--- config.mk ---
export PLATFORM = sky130hd
export DESIGN_NAME = stack_ptr_unit
export DESIGN_NICKNAME = d
export VERILOG_FILES = /design/src/rtl/stack_ptr_pkg.sv /design/src/rtl/sp_pointer_reg.sv /design/src/rtl/sp_access_seq.sv /design/src/rtl/stack_ptr_unit.sv
export SDC_FILE = /design/constraint.sdc
export NUM_CORES = 1
export LEC_CHECK = 0
export ABC_AREA = 0
export BUFFER_PORTS_ARGS = -buffer_cell sky130_fd_sc_hd__buf_2
export CORE_AREA = 2 2 80 82
export CTS_BUF_LIST = sky130_fd_sc_hd__clkbuf_8 sky130_fd_sc_hd__clkbuf_16
export DETAILED_ROUTE_END_ITERATION = 6
export DIE_AREA = 0 0 82 84
export GPL_ROUTABILITY_DRIVEN = 0
export PLACE_DENSITY = 0.86
export SLEW_MARGIN = 25
export SYNTH_ARGS = -nofsm -noshare
export SYNTH_HDL_FRONTEND = slang
export SYNTH_SLANG_ARGS = --single-unit
--- constraint.sdc ---
create_clock -name clk -period 4.7 [get_ports clk]
set_clock_uncertainty 0.15 [all_clocks]
set_input_delay 0.235 -clock clk [delete_from_list [all_inputs] [get_ports clk]]
set_output_delay 0.235 -clock clk [all_outputs]
set_load 0.005 [all_outputs]
--- src/rtl/stack_ptr_pkg.sv ---
package stack_ptr_pkg;

    typedef enum logic [2:0] {
        OP_NONE      = 3'd0,
        OP_PUSH_BYTE = 3'd1,
        OP_POP_BYTE  = 3'd2,
        OP_PUSH_RET  = 3'd3,
        OP_POP_RET   = 3'd4
    } stk_op_e;

    typedef enum logic [1:0] {
        PH_IDLE     = 2'd0,
        PH_RET_PUSH = 2'd1,
        PH_RET_POP  = 2'd2
    } seq_phase_e;

endpackage

--- src/rtl/sp_pointer_reg.sv ---
module sp_pointer_reg #(
    parameter int ADDR_W = 16,
    parameter int BYTE_W = 8
) (
    input  logic                       clk,
    input  logic                       rst_n,
    input  logic                       step_en,
    input  logic                       step_up,
    input  logic [ADDR_W/BYTE_W-1:0]   sw_wr,
    input  logic [BYTE_W-1:0]          sw_wdata,
    output logic [ADDR_W-1:0]          sp_q
);
    localparam int HALVES = ADDR_W / BYTE_W;

    logic [ADDR_W-1:0] sp_d;
    logic [ADDR_W-1:0] stepped;
    logic              any_sw;

    always_comb begin
        stepped = step_up ? sp_q + ADDR_W'(1) : sp_q - ADDR_W'(1);
        any_sw  = |sw_wr;
    end

    for (genvar g = 0; g < HALVES; g++) begin : g_half
        assign sp_d[g*BYTE_W +: BYTE_W] =
            sw_wr[g]  ? sw_wdata :
            any_sw    ? sp_q[g*BYTE_W +: BYTE_W] :
            step_en   ? stepped[g*BYTE_W +: BYTE_W] :
                        sp_q[g*BYTE_W +: BYTE_W];
    end

    always_ff @(posedge clk) begin
        if (!rst_n) sp_q <= '0;
        else        sp_q <= sp_d;
    end

    assert_step_down_R2: assert property (@(posedge clk) disable iff (!rst_n)
        (step_en && !step_up && sw_wr == '0) |=> sp_q == $past(sp_q) - ADDR_W'(1));

    assert_step_up_R3: assert property (@(posedge clk) disable iff (!rst_n)
        (step_en && step_up && sw_wr == '0) |=> sp_q == $past(sp_q) + ADDR_W'(1));

    assert_sw_low_wins_R6: assert property (@(posedge clk) disable iff (!rst_n)
        (sw_wr[0] && !sw_wr[HALVES-1]) |=>
            (sp_q[BYTE_W-1:0] == $past(sw_wdata)) &&
            (sp_q[ADDR_W-1:ADDR_W-BYTE_W] == $past(sp_q[ADDR_W-1:ADDR_W-BYTE_W])));

    assert_idle_hold_R8: assert property (@(posedge clk) disable iff (!rst_n)
        (!step_en && sw_wr == '0) |=> $stable(sp_q));

endmodule

--- src/rtl/sp_access_seq.sv ---
module sp_access_seq
    import stack_ptr_pkg::*;
#(
    parameter int ADDR_W = 16,
    parameter int BYTE_W = 8
) (
    input  logic              clk,
    input  logic              rst_n,
    input  stk_op_e           op,
    input  logic [BYTE_W-1:0] push_byte,
    input  logic [ADDR_W-1:0] push_ret,
    input  logic [ADDR_W-1:0] sp_cur,
    input  logic [BYTE_W-1:0] mem_rdata,
    output logic              ready,
    output logic              step_en,
    output logic              step_up,
    output logic [ADDR_W-1:0] mem_addr,
    output logic              mem_we,
    output logic [BYTE_W-1:0] mem_wdata,
    output logic [BYTE_W-1:0] pop_byte,
    output logic              pop_valid,
    output logic [ADDR_W-1:0] ret_addr,
    output logic              ret_valid
);
    localparam int HALVES = ADDR_W / BYTE_W;
    localparam int CW     = $clog2(HALVES + 1);
    localparam logic [CW-1:0] LAST = CW'(HALVES - 1);

    typedef struct packed {
        seq_phase_e        phase;
        logic [CW-1:0]     cnt;
        logic [ADDR_W-1:0] shreg;
        logic [BYTE_W-1:0] pop_byte;
        logic              pop_valid;
        logic              ret_valid;
    } seq_state_t;

    seq_state_t cur_q, nxt_d;
    logic [ADDR_W-1:0] sp_plus;

    always_comb begin
        nxt_d           = cur_q;
        nxt_d.pop_valid = 1'b0;
        nxt_d.ret_valid = 1'b0;
        sp_plus         = sp_cur + ADDR_W'(1);
        ready           = (cur_q.phase == PH_IDLE);
        step_en         = 1'b0;
        step_up         = 1'b0;
        mem_we          = 1'b0;
        mem_wdata       = '0;
        mem_addr        = sp_plus;
        unique case (cur_q.phase)
            PH_IDLE: begin
                case (op)
                    OP_PUSH_BYTE: begin
                        mem_we    = 1'b1;
                        mem_addr  = sp_cur;
                        mem_wdata = push_byte;
                        step_en   = 1'b1;
                    end
                    OP_POP_BYTE: begin
                        step_en         = 1'b1;
                        step_up         = 1'b1;
                        nxt_d.pop_byte  = mem_rdata;
                        nxt_d.pop_valid = 1'b1;
                    end
                    OP_PUSH_RET: begin
                        mem_we      = 1'b1;
                        mem_addr    = sp_cur;
                        mem_wdata   = push_ret[BYTE_W-1:0];
                        step_en     = 1'b1;
                        nxt_d.shreg = push_ret >> BYTE_W;
                        nxt_d.cnt   = CW'(1);
                        nxt_d.phase = PH_RET_PUSH;
                    end
                    OP_POP_RET: begin
                        step_en     = 1'b1;
                        step_up     = 1'b1;
                        nxt_d.shreg = ADDR_W'(mem_rdata);
                        nxt_d.cnt   = CW'(1);
                        nxt_d.phase = PH_RET_POP;
                    end
                    default: ;
                endcase
            end
            PH_RET_PUSH: begin
                mem_we      = 1'b1;
                mem_addr    = sp_cur;
                mem_wdata   = cur_q.shreg[BYTE_W-1:0];
                step_en     = 1'b1;
                nxt_d.shreg = cur_q.shreg >> BYTE_W;
                nxt_d.cnt   = cur_q.cnt + CW'(1);
                if (cur_q.cnt == LAST) begin
                    nxt_d.cnt   = '0;
                    nxt_d.phase = PH_IDLE;
                end
            end
            PH_RET_POP: begin
                step_en     = 1'b1;
                step_up     = 1'b1;
                nxt_d.shreg = {cur_q.shreg[ADDR_W-BYTE_W-1:0], mem_rdata};
                nxt_d.cnt   = cur_q.cnt + CW'(1);
                if (cur_q.cnt == LAST) begin
                    nxt_d.cnt       = '0;
                    nxt_d.phase     = PH_IDLE;
                    nxt_d.ret_valid = 1'b1;
                end
            end
            default: nxt_d.phase = PH_IDLE;
        endcase
    end

    always_ff @(posedge clk) begin
        if (!rst_n) begin
            cur_q       <= '0;
            cur_q.phase <= PH_IDLE;
        end else begin
            cur_q <= nxt_d;
        end
    end

    assign pop_byte  = cur_q.pop_byte;
    assign pop_valid = cur_q.pop_valid;
    assign ret_addr  = cur_q.shreg;
    assign ret_valid = cur_q.ret_valid;

    assert_ret_push_busy_R4: assert property (@(posedge clk) disable iff (!rst_n)
        (ready && op == OP_PUSH_RET) |=> (!ready && mem_we));

    assert_ret_valid_pulse_R5: assert property (@(posedge clk) disable iff (!rst_n)
        ret_valid |=> !ret_valid);

    assert_pop_from_idle_R3: assert property (@(posedge clk) disable iff (!rst_n)
        pop_valid |-> $past(ready));

    assert_ret_after_busy_R5: assert property (@(posedge clk) disable iff (!rst_n)
        ret_valid |-> !$past(ready));

endmodule

--- src/rtl/stack_ptr_unit.sv ---
module stack_ptr_unit
    import stack_ptr_pkg::*;
#(
    parameter int ADDR_W = 16,
    parameter int BYTE_W = 8
) (
    input  logic                     clk,
    input  logic                     rst_n,
    input  logic [2:0]               op_code,
    output logic                     op_ready,
    input  logic [BYTE_W-1:0]        push_byte,
    input  logic [ADDR_W-1:0]        push_ret,
    input  logic [ADDR_W/BYTE_W-1:0] sw_wr_en,
    input  logic [BYTE_W-1:0]        sw_wdata,
    output logic [ADDR_W-1:0]        sp_value,
    output logic [ADDR_W-1:0]        mem_addr,
    output logic                     mem_we,
    output logic [BYTE_W-1:0]        mem_wdata,
    input  logic [BYTE_W-1:0]        mem_rdata,
    output logic [BYTE_W-1:0]        pop_byte,
    output logic                     pop_valid,
    output logic [ADDR_W-1:0]        ret_addr,
    output logic                     ret_valid
);
    stk_op_e op_e;
    logic    step_en;
    logic    step_up;

    assign op_e = stk_op_e'(op_code);

    sp_pointer_reg #(.ADDR_W(ADDR_W), .BYTE_W(BYTE_W)) u_ptr (
        .clk      (clk),
        .rst_n    (rst_n),
        .step_en  (step_en),
        .step_up  (step_up),
        .sw_wr    (sw_wr_en),
        .sw_wdata (sw_wdata),
        .sp_q     (sp_value)
    );

    sp_access_seq #(.ADDR_W(ADDR_W), .BYTE_W(BYTE_W)) u_seq (
        .clk       (clk),
        .rst_n     (rst_n),
        .op        (op_e),
        .push_byte (push_byte),
        .push_ret  (push_ret),
        .sp_cur    (sp_value),
        .mem_rdata (mem_rdata),
        .ready     (op_ready),
        .step_en   (step_en),
        .step_up   (step_up),
        .mem_addr  (mem_addr),
        .mem_we    (mem_we),
        .mem_wdata (mem_wdata),
        .pop_byte  (pop_byte),
        .pop_valid (pop_valid),
        .ret_addr  (ret_addr),
        .ret_valid (ret_valid)
    );

    assert_reset_state_R1: assert property (@(posedge clk)
        $past(!rst_n) |-> (sp_value == '0 && op_ready && !pop_valid && !ret_valid));

endmodule

# After elaboration in Yosys (flattened, before gate mapping)
# Index checks and enable logic that the tools add are counted.
# word_totals
register_bits	46
in_bits	47
# classes
n_addsub	3
n_eq_ne	11
mux	23
reduce_logical	16
# ops
operator	count
one-hot mux 18 bit (3 select lines)	1
two-way mux 8 bit	6
one-hot mux 20 bit (2 select lines)	1
two-way mux 16 bit	2
one-hot mux 16 bit (2 select lines)	1
one-hot mux 8 bit (2 select lines)	2
adder 16 x 1 -> 16 bit (second input constant)	1
subtractor 16 x 1 -> 16 bit (second input constant)	1
AND reduction 2 bit	7
OR reduction 2 bit	4
equality test 3 x 2 -> 1 bit (second input constant)	2
one-hot mux 1 bit (2 select lines)	3
two-way mux 1 bit	5
equality test 2 x 1 -> 1 bit (second input constant)	2
two-way mux 4 bit	1
inequality test 2 bit (second input constant)	2
one-hot mux 2 bit (2 select lines)	1
nonzero test 2 bit	2
OR reduction 4 bit	1
equality test 3 x 1 -> 1 bit (second input constant)	1
equality test 3 bit (second input constant)	1
inequality test 3 x 1 -> 1 bit (second input constant)	1
nonzero test 3 bit	1
adder 2 x 1 -> 2 bit (second input constant)	1
other kinds (3)	3

# Depth between registers and ports, before layout
# Gate-level depths: netlist of run 1.
# logic_depth
depth_word	8
ltp_mapped	9

# Modules after synthesis
# From an unflattened synthesis of run 1, not the netlist that was laid out.
# unflattened
hier_cells	445
area_unflattened_um2	3522.1
# modules_own_cells
mod	instances	cells_per_inst	area_per_inst_um2	seq_area_each_um2
sp_access_seq	1	254	2098.3	600.6
sp_pointer_reg	1	191	1423.9	320.3

# Worst setup path after synthesis of run 1
# OpenSTA, ideal clock, no wires.
# synth_timing
path_kind	register to register
start	register u_ptr.sp_q[8]
end	register u_ptr.sp_q[12]
t_arrival_ns	2.140
slack_ns	2.336
path_stages_with_launch	7
path_cell_list	dfxtp_1 > buf_6 > or4_4 > or4_1 > mux2_4 > or3_1 > a31oi_1
# synth_via
elab_chain_len	5
word_cells_on_any_way	6
classes_between	add/sub (2); mux (4)
# synth_lines
item	line	source
start: declaration	sp_pointer_reg.sv:11	output logic [ADDR_W-1:0] sp_q
start signal: assignment	sp_pointer_reg.sv:34	else sp_q <= sp_d;
subtractor 16 x 1 -> 16 bit or adder 16 x 1 -> 16 bit (tied branches)	sp_pointer_reg.sv:20	stepped = step_up ? sp_q + ADDR_W'(1) : sp_q - ADDR_W'(1);
two-way mux 16 bit (*)	sp_pointer_reg.sv:20	
two-way mux 8 bit (*)	sp_pointer_reg.sv:28	step_en ? stepped[g*BYTE_W +: BYTE_W] :
two-way mux 8 bit (*)	sp_pointer_reg.sv:27	any_sw ? sp_q[g*BYTE_W +: BYTE_W] :
two-way mux 8 bit (*)	sp_pointer_reg.sv:26	sw_wr[g] ? sw_wdata :
# Mark *: on every way between the ends. The rest lies on a longest branch, timed or not. The select of a mux whose other input is x is not followed.
# A chain may end at the register's enable or synchronous reset.

# Worst setup path after layout of run 1
# layout_timing
start	register u_seq.cur_q[29] (netlist bit)
end	output mem_addr[9]
# layout_via
elab_chain_len	2
word_cells_on_any_way	3
classes_between	eq/ne (1); mux (1); reduce/logical (1)
# layout_lines
item	line	source
start: declaration	sp_access_seq.sv:38	seq_state_t cur_q, nxt_d;
start signal: assignment	sp_access_seq.sv:118	cur_q <= nxt_d;
equality test 2 x 1 -> 1 bit or logical NOT 2 bit (tied branches)	sp_access_seq.sv:52	unique case (cur_q.phase)
one-hot mux 16 bit (2 select lines) (*)	sp_access_seq.sv:52	
end: declaration	stack_ptr_unit.sv:16	output logic [ADDR_W-1:0] mem_addr,
# Mark *: on every way between the ends. The rest lies on a longest branch, timed or not.

==> results of run 1 <==
power by group:
part | switching, µW | internal, µW | total (µW)
Sequential | 40.7 | 416 | 456
Combinational | 175 | 126 | 302
Clock | 143 | 157 | 300
Total | 359 | 699 | 1060
cells by family (layout without fill, tap and decap cells):
logic type               Yosys count  count (layout)  share of synthesized area (%)
AND/OR/NAND/NOR                  155             155                           23.8
buffers and inverters             67             135                           10.8
XOR/XNOR                           8               8                           2.15
multiplexers                      18              18                           5.76
flip-flops                        46              46                           28.2
AO/OA/AOI/OAI                    126             126                           27.0
adder cells (fa/ha/maj)            6               6                           2.30
state kept, by name (all words and copies together), names as in the netlist:
register,cells
u_ptr.sp_q,16
u_seq.cur_q,4
u_seq.ret_addr,16
u_seq.pop_valid,1
u_seq.ret_valid,1
u_seq.pop_byte,8
layer usage:
metal,GRT usage [%],up-vias,wire length (µm)
li1,-,1695,-
met1,36.6,1668,3760
met2,47.0,242,4780
met3,5.41,24,1150
met4,9.55,0,199
met5,0,-,0
stage by stage:
| stage | power [µW] | util [%] | hold slack [ps] | instance area, µm² |
|---|---|---|---|---|
| global route | 1100 | 61.5 | 27.7 | 3750 |
| finish | 1060 | 61.5 | 21.4 | 3750 |
| detailed placement | 755 | 59.5 | 298 | 3630 |
| CTS | 1050 | 61.3 | 24.2 | 3740 |
| floorplan | 663 | - | 221 | 3260 |
| global placement | 746 | 59.5 | 283 | 3630 |
path summary, 6_finish.rpt:
| kind | startpoint | to | slack, ps | cells after the start |
|---|---|---|---|---|
| worst max register to register | u_seq.cur_q[28]$_SDFFE_PN0P_ | u_ptr.sp_q[6]$_SDFFE_PN0P_ | 1910 | 7 |
| worst min-delay path | sw_wdata[1] | u_ptr.sp_q[9]$_SDFFE_PN0P_ | 20 | 3 |
| worst min register to register | u_seq.pop_byte[7]$_SDFFE_PN0P_ | u_seq.pop_byte[7]$_SDFFE_PN0P_ | 310 | 2 |
| worst max-delay path | u_seq.cur_q[29]$_SDFFE_PN0P_ | mem_addr[9] | 1600 | 8 |
critical path, cell delays in order, from the launching register on:
cell and delay (ps):
dfxtp_1 350, inv_1 80, ha_1 700, inv_1 220, o21ai_2 560, nor2_1 100, o21ai_0 150, o21ai_0 110
buf_2 140
cells in the final DEF, fill, tap and decap left out, drive strengths merged, types with 5 or more instances in the layout:
cell type,n
buf,115
nor2,32
inv,13
nand2,48
nand3,17
ha,6
a222oi,8
a31oi,7
nand3b,5
mux2i,15
a22oi,9
nor3,9
clkbuf,5
a21oi,16
o21ai,30
or4,7
o31ai,17
a211oi,10
dfxtp,46
nor2b,5
or3,7
layout make-up:
class	instances	share of cell area, %
repair buffers	115	15.4
inverters	12	1.20
clock inverters	3	1.10
clock buffers	5	1.84
multi-input cells	313	53.3
well taps	77	2.57
flip-flops and latches	46	24.6
==> impl_metrics.tcl, run 1 <==
set metrics [dict create \
    die_w_um 82 \
    grt_pass1_vias 3305 \
    worst_slack_ps 1600 \
    peakVddDrop_uv 165 \
    grt.total_usage_pct 28.5 \
    synthTopCellsByCount "48 x nand2_1, 46 x dfxtp_1, 32 x nor2_1" \
    grt_max_degree 33 \
    synth-main-ff-cell "dfxtp_1" \
    synthArstFlopShare_pct 0 \
    p_leak_uw 0.00162 \
    drtAntennaViolNets 0 \
    drive_above_1_share_pct 27.9 \
    slew_headroom_pct 44.6 \
    cts_inserted_buffers 5 \
    critPathRequiredTime_ps 4320 \
    start_kind "flop" \
    yosys.area.top_type "dfxtp_1" \
    ys_seq_elements 46 \
    clkSinkCount 46 \
    worst_pin_slew_ps 827 \
    end_kind "output port" \
    wl_per_cell_um 17.3 \
    rsz0062_at_grt "false" \
    yosysMostFrequentCell "nand2_1" \
    grt_first_pass_wirelength_um 15600 \
    cp.arrival_ps 2720 \
    pwr_density_cell_mw_per_mm2 282 \
    status "finished, final reports clean" \
    maxCapViolCount 0 \
    die_h_um 84 \
    rows 29 \
    portBuffers 114 \
    avgSynthCellArea_um2 7.65 \
    clock_latency_ps 310 \
    yosysUniqueCellTypes 64 \
    nets 546 \
    postCtsSetupRepairBufs 0 \
    routed_via_density 6.36 \
    fin_crit_sh_pct 66.1 \
    antenna_found_initial 0 \
    dp.cells 563 \
    h-tree-depth 2 \
    pre_cts_ws_ps 1700 \
    finalSetupViolCount 0 \
    seq_area_frac_synth_pct 28.2 \
    multiInputGateArea_mm2 0.00200 \
    tns_ps 0 \
    diodes 0 \
    syn_to_final_growth_pct 15.0 \
    cts-root-buf "clkbuf_8" \
    synth-edff-count 0 \
    vias 3629 \
    hpwl_um 7190 \
    cts_hold_buf 0 \
    fmax_mhz 322 \
    synth_area_leaders "dfxtp_1 28%, buf_4 5.5%, nand2_1 5.5%" \
    worstPathMaxFanout 21 \
    drtIter0Drc 436 \
    coreArea_mm2 0.00610 \
    die_area_mm2 0.00689 \
    post_cts_resized 0 \
    wirelength_um 9890 \
    io_pins 115 \
    period_minus_slack_ps 3100 \
    start_util_pct 53.5 \
    fillers 575 \
    seq_area_um2 921 \
    synthCells 426 \
    clk_path_buf_depth 2 \
    path_clk_slew_ps 90 \
    post_layout_nonfiller_instances 571 \
    drv_slew 0 \
    min_path_type "primary input to flop" \
    synth_top_area_share_pct 28.2 \
    drc 0 \
    grt-ovfl-total 0 \
    path_class "flop to output port" \
    synth_nets 479 \
    ys_warn_count 0 \
    syn_area_mm2 0.00326 \
    hold_viol 0 \
    dr.pass1.iters 5 \
    cts_tree "built" \
]
No activity file was read; power rests on OpenSTA's default activity.
==> run 2: changes to the inputs <==
--- a/config.mk
+++ b/config.mk
@@ -7,12 +7,12 @@
 export LEC_CHECK = 0
 export ABC_AREA = 0
 export BUFFER_PORTS_ARGS = -buffer_cell sky130_fd_sc_hd__buf_2
-export CORE_AREA = 2 2 80 82
+export CORE_AREA = 2 2 88 90
 export CTS_BUF_LIST = sky130_fd_sc_hd__clkbuf_8 sky130_fd_sc_hd__clkbuf_16
 export DETAILED_ROUTE_END_ITERATION = 6
-export DIE_AREA = 0 0 82 84
+export DIE_AREA = 0 0 90 92
 export GPL_ROUTABILITY_DRIVEN = 0
-export PLACE_DENSITY = 0.86
+export PLACE_DENSITY = 0.76
 export SLEW_MARGIN = 25
 export SYNTH_ARGS = -nofsm -noshare
 export SYNTH_HDL_FRONTEND = slang
==> constraint.sdc (replaced) <==
create_clock -name clk -period 2.6 [get_ports clk]
set_clock_uncertainty 0.15 [all_clocks]
set_input_delay 0.13 -clock clk [delete_from_list [all_inputs] [get_ports clk]]
set_output_delay 0.13 -clock clk [all_outputs]
set_load 0.005 [all_outputs]
==> impl_metrics.tcl, run 2 (synthesis results as in run 1) <==
set metrics [dict create \
    start_util_pct 43.8 \
    die_area_mm2 0.00828 \
    clkSinkCount 46 \
    drtIter0Drc 384 \
    clk_path_buf_depth 2 \
    clkPwrFrac_pct 28.0 \
    reg2reg_from "u_ptr.sp_q[4]$_SDFFE_PN0P_" \
    drtAntennaViolNets 0 \
    cts_inserted_buffers 5 \
    drive_above_1_share_pct 30.7 \
    cts_tree "built" \
    met1_usage_pct 31.8 \
    clock_latency_ps 310 \
    diodes 0 \
    slew_headroom_pct 49.6 \
    syn_to_final_growth_pct 25.2 \
    finalSetupViolCount 0 \
    min_path_type "primary input to flop" \
    worst_slack_ps 117 \
    critPathRequiredTime_ps 2320 \
    r2r_cells 5 \
    pwr-share-seq_pct 41.1 \
    swShare_pct 34.0 \
    grt_util_met3_pct 5.18 \
    end_kind "output port" \
    slowest_stage "dfxtp_1" \
    grt-ovfl-total 0 \
    maxCapViolCount 0 \
    dp.cells 608 \
    utilization_pct 54.8 \
    grt_max_degree 33 \
    portBuffers 114 \
    fin_crit_sh_pct 95.5 \
    grt_first_pass_wirelength_um 17300 \
    nets 580 \
    period_minus_slack_ps 2480 \
    start_kind "flop" \
    path_class "flop to output port" \
    pwr-share-comb_pct 30.8 \
    switchingPower_uw 672 \
    status "finished, final reports clean" \
    grt.total_usage_pct 25.6 \
    dr.pass1.iters 7 \
    cts-root-buf "clkbuf_8" \
    p_int_uw 1310 \
    cp.arrival_ps 2200 \
    drc 0 \
    grt_busiest_layer "met2" \
    routed_via_density 5.91 \
    fmax_mhz 403 \
    die_w_um 90 \
    r2r_slack_ps 180 \
    layout_commonest_cell "buf_2" \
    tns_ps 0 \
    pwr_density_cell_mw_per_mm2 485 \
    path_cells "inv_1 > ha_1 > buf_4 > nand3b_1 > o21ai_0 > buf_4 > o21ai_0 > buf_2" \
    hpwl_um 7750 \
    post_layout_nonfiller_instances 630 \
    coreArea_mm2 0.00745 \
    io_pins 115 \
    wirelength_um 10700 \
    grt_pass1_vias 3572 \
    worstPathMaxFanout 13 \
    path_clk_slew_ps 100 \
    vias 3723 \
    rsz0062_at_grt "false" \
    worst_pin_slew_ps 753 \
    rows 32 \
    final_cell_mix "114 x buf_2, 48 x nand2_1, 44 x dfxtp_1" \
    peakVddDrop_uv 265 \
    hold_viol 0 \
    pre_cts_ws_ps 225 \
    crit_path_start "u_seq.cur_q[28]$_SDFFE_PN0P_" \
    hold_slack_ps 42.4 \
    gr-usage-met2_pct 42.9 \
    r2r-end "u_ptr.sp_q[12]$_SDFFE_PN0P_" \
    wl_per_cell_um 16.9 \
    postCtsSetupRepairBufs 0 \
    drv_slew 0 \
    min_path_cells 3 \
    h-tree-depth 2 \
    worst_path_largest_cell_delay_ps 390 \
    p_leak_uw 0.00178 \
    cp-endpoint "mem_addr[5]" \
    die_h_um 92 \
    antenna_found_initial 0 \
]
==> run 2: cell count changes in the layout (fill, tap and decap cells not counted), sizes merged <==
cell,delta
buf,+20
dlygate4sd3,+14
==> run 2: metrics by stage <==
| stage | power (µW) | cell area (µm²) |
|---|---|---|
| 6_report | 1980 | 4080 |
| 5_1_grt | 2070 | 4080 |
| 4_1_cts | 1970 | 4060 |
| 3_5_place_dp | 1400 | 3810 |
| 3_3_place_gp | 1390 | 3810 |
| 2_1_floorplan | 1200 | 3260 |
==> run 2: how the worst min path moves through the flow <==
stage                                      to          from  slack [ps]
3_5_place_dp   u_seq.pop_byte[2]$_SDFFE_PN0P_  mem_rdata[2]         240
4_1_cts           u_ptr.sp_q[10]$_SDFFE_PN0P_   sw_wr_en[1]          40
3_3_place_gp       u_ptr.sp_q[9]$_SDFFE_PN0P_   sw_wdata[1]         240
5_1_grt           u_ptr.sp_q[10]$_SDFFE_PN0P_   sw_wr_en[1]          70
6_report          u_ptr.sp_q[10]$_SDFFE_PN0P_   sw_wr_en[1]          40
2_1_floorplan  u_seq.pop_byte[0]$_SDFFE_PN0P_  mem_rdata[0]         120
==> run 2: power by group through the flow <==
| stage | registers [µW] | logic, µW | clock network, µW |
|---|---|---|---|
| 6_report | 814 | 610 | 554 |
| 2_1_floorplan | 807 | 390 | 0 |
| 4_1_cts | 811 | 595 | 560 |
| 5_1_grt | 824 | 666 | 583 |
| 3_3_place_gp | 823 | 568 | 0 |
| 3_5_place_dp | 827 | 574 | 0 |
==> run 2: what timing repair did <==
item | in CTS | in global routing
pin swaps | 0 | 0
endpoints found under the setup margin | 3 | 8
endpoints found under the hold margin | 16 | 0
gates resized for setup | 1 | 5
hold buffers | 14 | 0
==> run 2: final cells by class <==
cell class / count / area (µm²)
clock buffers: 5 / 68.8
well taps: 102 / 128
multi-input cells: 313 / 2010
inverters: 12 / 45.0
clock inverters: 3 / 41.3
fillers: 716 / 3360
repair buffers: 149 / 868
flip-flops and latches: 46 / 923
==> run 2: critical path: cells and delay by family, from the launching register on <==
family                     cells  cell delay, ps
DFF                            1             390
buffers and inverters          4             660
AOI/OAI and AO/OA              2             450
and+or+nand+nor                1             180
adders and majority gates      1             210
==> run 2: metal layers <==
layer | up-vias | wire [µm]
li1 | 1758 | -
met3 | 29 | 1070
met5 | - | 0
met1 | 1726 | 4250
met2 | 210 | 5040
met4 | 0 | 318
==> run 3: changes to the inputs <==
--- a/config.mk
+++ b/config.mk
@@ -7,12 +7,12 @@
 export LEC_CHECK = 0
 export ABC_AREA = 0
 export BUFFER_PORTS_ARGS = -buffer_cell sky130_fd_sc_hd__buf_2
-export CORE_AREA = 2 2 88 90
+export CORE_AREA = 2 2 83 85
 export CTS_BUF_LIST = sky130_fd_sc_hd__clkbuf_8 sky130_fd_sc_hd__clkbuf_16
 export DETAILED_ROUTE_END_ITERATION = 6
-export DIE_AREA = 0 0 90 92
+export DIE_AREA = 0 0 85 87
 export GPL_ROUTABILITY_DRIVEN = 0
-export PLACE_DENSITY = 0.76
+export PLACE_DENSITY = 0.81
 export SLEW_MARGIN = 25
 export SYNTH_ARGS = -nofsm -noshare
 export SYNTH_HDL_FRONTEND = slang
==> constraint.sdc (replaced) <==
create_clock -name clk -period 2.4 [get_ports clk]
set_clock_uncertainty 0.15 [all_clocks]
set_input_delay 0.12 -clock clk [delete_from_list [all_inputs] [get_ports clk]]
set_output_delay 0.12 -clock clk [all_outputs]
set_load 0.005 [all_outputs]
==> impl_metrics.tcl, run 3 (synthesis results as in run 1) <==
set metrics [dict create \
    drc 0 \
    die_w_um 85 \
    cts_tree "built" \
    rsz0062_at_grt "true" \
    fin_crit_sh_pct 97.2 \
    met2_length_um 5270 \
    routed_via_density 6.24 \
    h-tree-depth 2 \
    finalSetupViolCount 0 \
    hpwl_um 7670 \
    io_pins 115 \
    nets 590 \
    worst_pin_slew_ps 769 \
    slowest_stage "or4_4" \
    drive_above_1_share_pct 34.2 \
    antenna_found_initial 0 \
    fmax_mhz 429 \
    wl_met3_um 959 \
    p_leak_uw 0.00185 \
    final_cell_mix "114 x buf_2, 48 x nand2_1, 41 x dfxtp_1" \
    wl_per_cell_um 17.5 \
    clk_path_buf_depth 2 \
    grt-ovfl-total 0 \
    die_area_mm2 0.00740 \
    grt_max_degree 29 \
    die_h_um 87 \
    min_path_type "primary input to flop" \
    coreArea_mm2 0.00657 \
    grt_pass1_vias 3576 \
    pwr_density_cell_mw_per_mm2 499 \
    worstPathMaxFanout 5 \
    hold_slack_ps 9.88 \
    grt.total_usage_pct 28.4 \
    vias 3854 \
    wirelength_um 10800 \
    end_kind "flop" \
    rows 30 \
    start_kind "flop" \
    layout_commonest_cell "buf_2" \
    period_minus_slack_ps 2330 \
    status "finished, final reports clean" \
    slew_headroom_pct 48.5 \
    wl_met1_um 4150 \
    drtAntennaViolNets 0 \
    clock_latency_ps 310 \
    cts_inserted_buffers 5 \
    peakVddDrop_uv 295 \
    hold_viol 0 \
    critPathRequiredTime_ps 2480 \
    dr.pass1.iters 6 \
    path_class "flop to flop" \
    drtIter0Drc 475 \
    grt_first_pass_wirelength_um 17100 \
    portBuffers 114 \
    cts-root-buf "clkbuf_8" \
    start_util_pct 49.6 \
    worst_path_largest_cell_delay_ps 570 \
    cp.arrival_ps 2410 \
    diodes 0 \
    path_clk_slew_ps 100 \
    post_dp_cell_area_mm2 0.00383 \
    path_cells "or4_4 > or4_1 > mux2_4 > or3_1 > a31oi_1" \
    drv_slew 0 \
    dr.max_layer_used "met4" \
    maxCapViolCount 0 \
    syn_to_final_growth_pct 27.8 \
    final_cell_area_mm2 0.00417 \
    clkSinkCount 46 \
]
==> run 3: cell count changes in the layout (fill, tap and decap cells not counted), sizes merged <==
cell	previous run	this run
buf	135	146
clkinv	0	2
bufinv	1	0
clkinvlp	1	0
dlygate4sd3	14	13
==> run 3: worst paths after layout <==
path	cells after the start	startpoint	to	slack, ps
setup / recovery	5	u_ptr.sp_q[8]$_SDFFE_PN0P_	u_ptr.sp_q[12]$_SDFFE_PN0P_	70
hold / removal	3	sw_wdata[0]	u_ptr.sp_q[0]$_SDFFE_PN0P_	10
setup reg to reg	5	u_ptr.sp_q[8]$_SDFFE_PN0P_	u_ptr.sp_q[12]$_SDFFE_PN0P_	70
hold reg to reg	1	u_seq.cur_q[27]$_SDFFE_PN0P_	u_seq.ret_valid$_SDFF_PN0_	310
==> run 3: critical path: cells and delay by family (launching register included) <==
family / cells / cell delay, ps
AO/OA/AOI/OAI: 1 / 180
flip-flops: 1 / 320
multiplexers: 1 / 270
AND/OR/NAND/NOR: 3 / 1350
==> run 3: what timing repair did <==
item                                    in CTS  in global routing
hold endpoints to repair                    14                  0
gates resized for setup                      6                 18
pin swaps                                    0                  1
setup buffers                                1                  4
hold buffers                                13                  0
endpoints found under the setup margin      12                 16
==> run 3: cell type report <==
| class | count | area (µm²) |
|---|---|---|
| timing repair buffer | 159 | 945 |
| tap | 80 | 100 |
| sequential | 46 | 935 |
| inverter | 12 | 45.0 |
| clock inverter | 3 | 18.8 |
| clock buffer | 5 | 68.8 |
| fill | 547 | 2400 |
| multi-input combinational | 313 | 2050 |
==> run 3: power breakdown <==
group	leakage [µW]	switching (µW)	internal [µW]
clock	0.0000483	293	206
sequential	0.000380	59.5	814
combinational	0.00142	391	315
total	0.00185	744	1340
==> run 3: per-layer routing <==
metal  up-vias  track usage (%)
met5         -                0
met1      1768             35.8
met4         0             11.4
met2       253             48.4
li1       1784                -
met3        49             4.64
==> run 3: metrics by stage <==
stage / TNS, ps / total power [µW] / setup slack, ps / util, % / cells
after floorplan: 0 / 1300 / 36.3 / - / 426
after global placement: 0 / 1510 / 151 / 58.3 / 592
after detailed placement: 0 / 1530 / 92.2 / 58.3 / 592
after CTS: 0 / 2030 / 6.15 / 61.8 / 614
after global routing: -31.7 / 2170 / -18.5 / 63.4 / 618
final: 0 / 2080 / 66.5 / 63.4 / 618
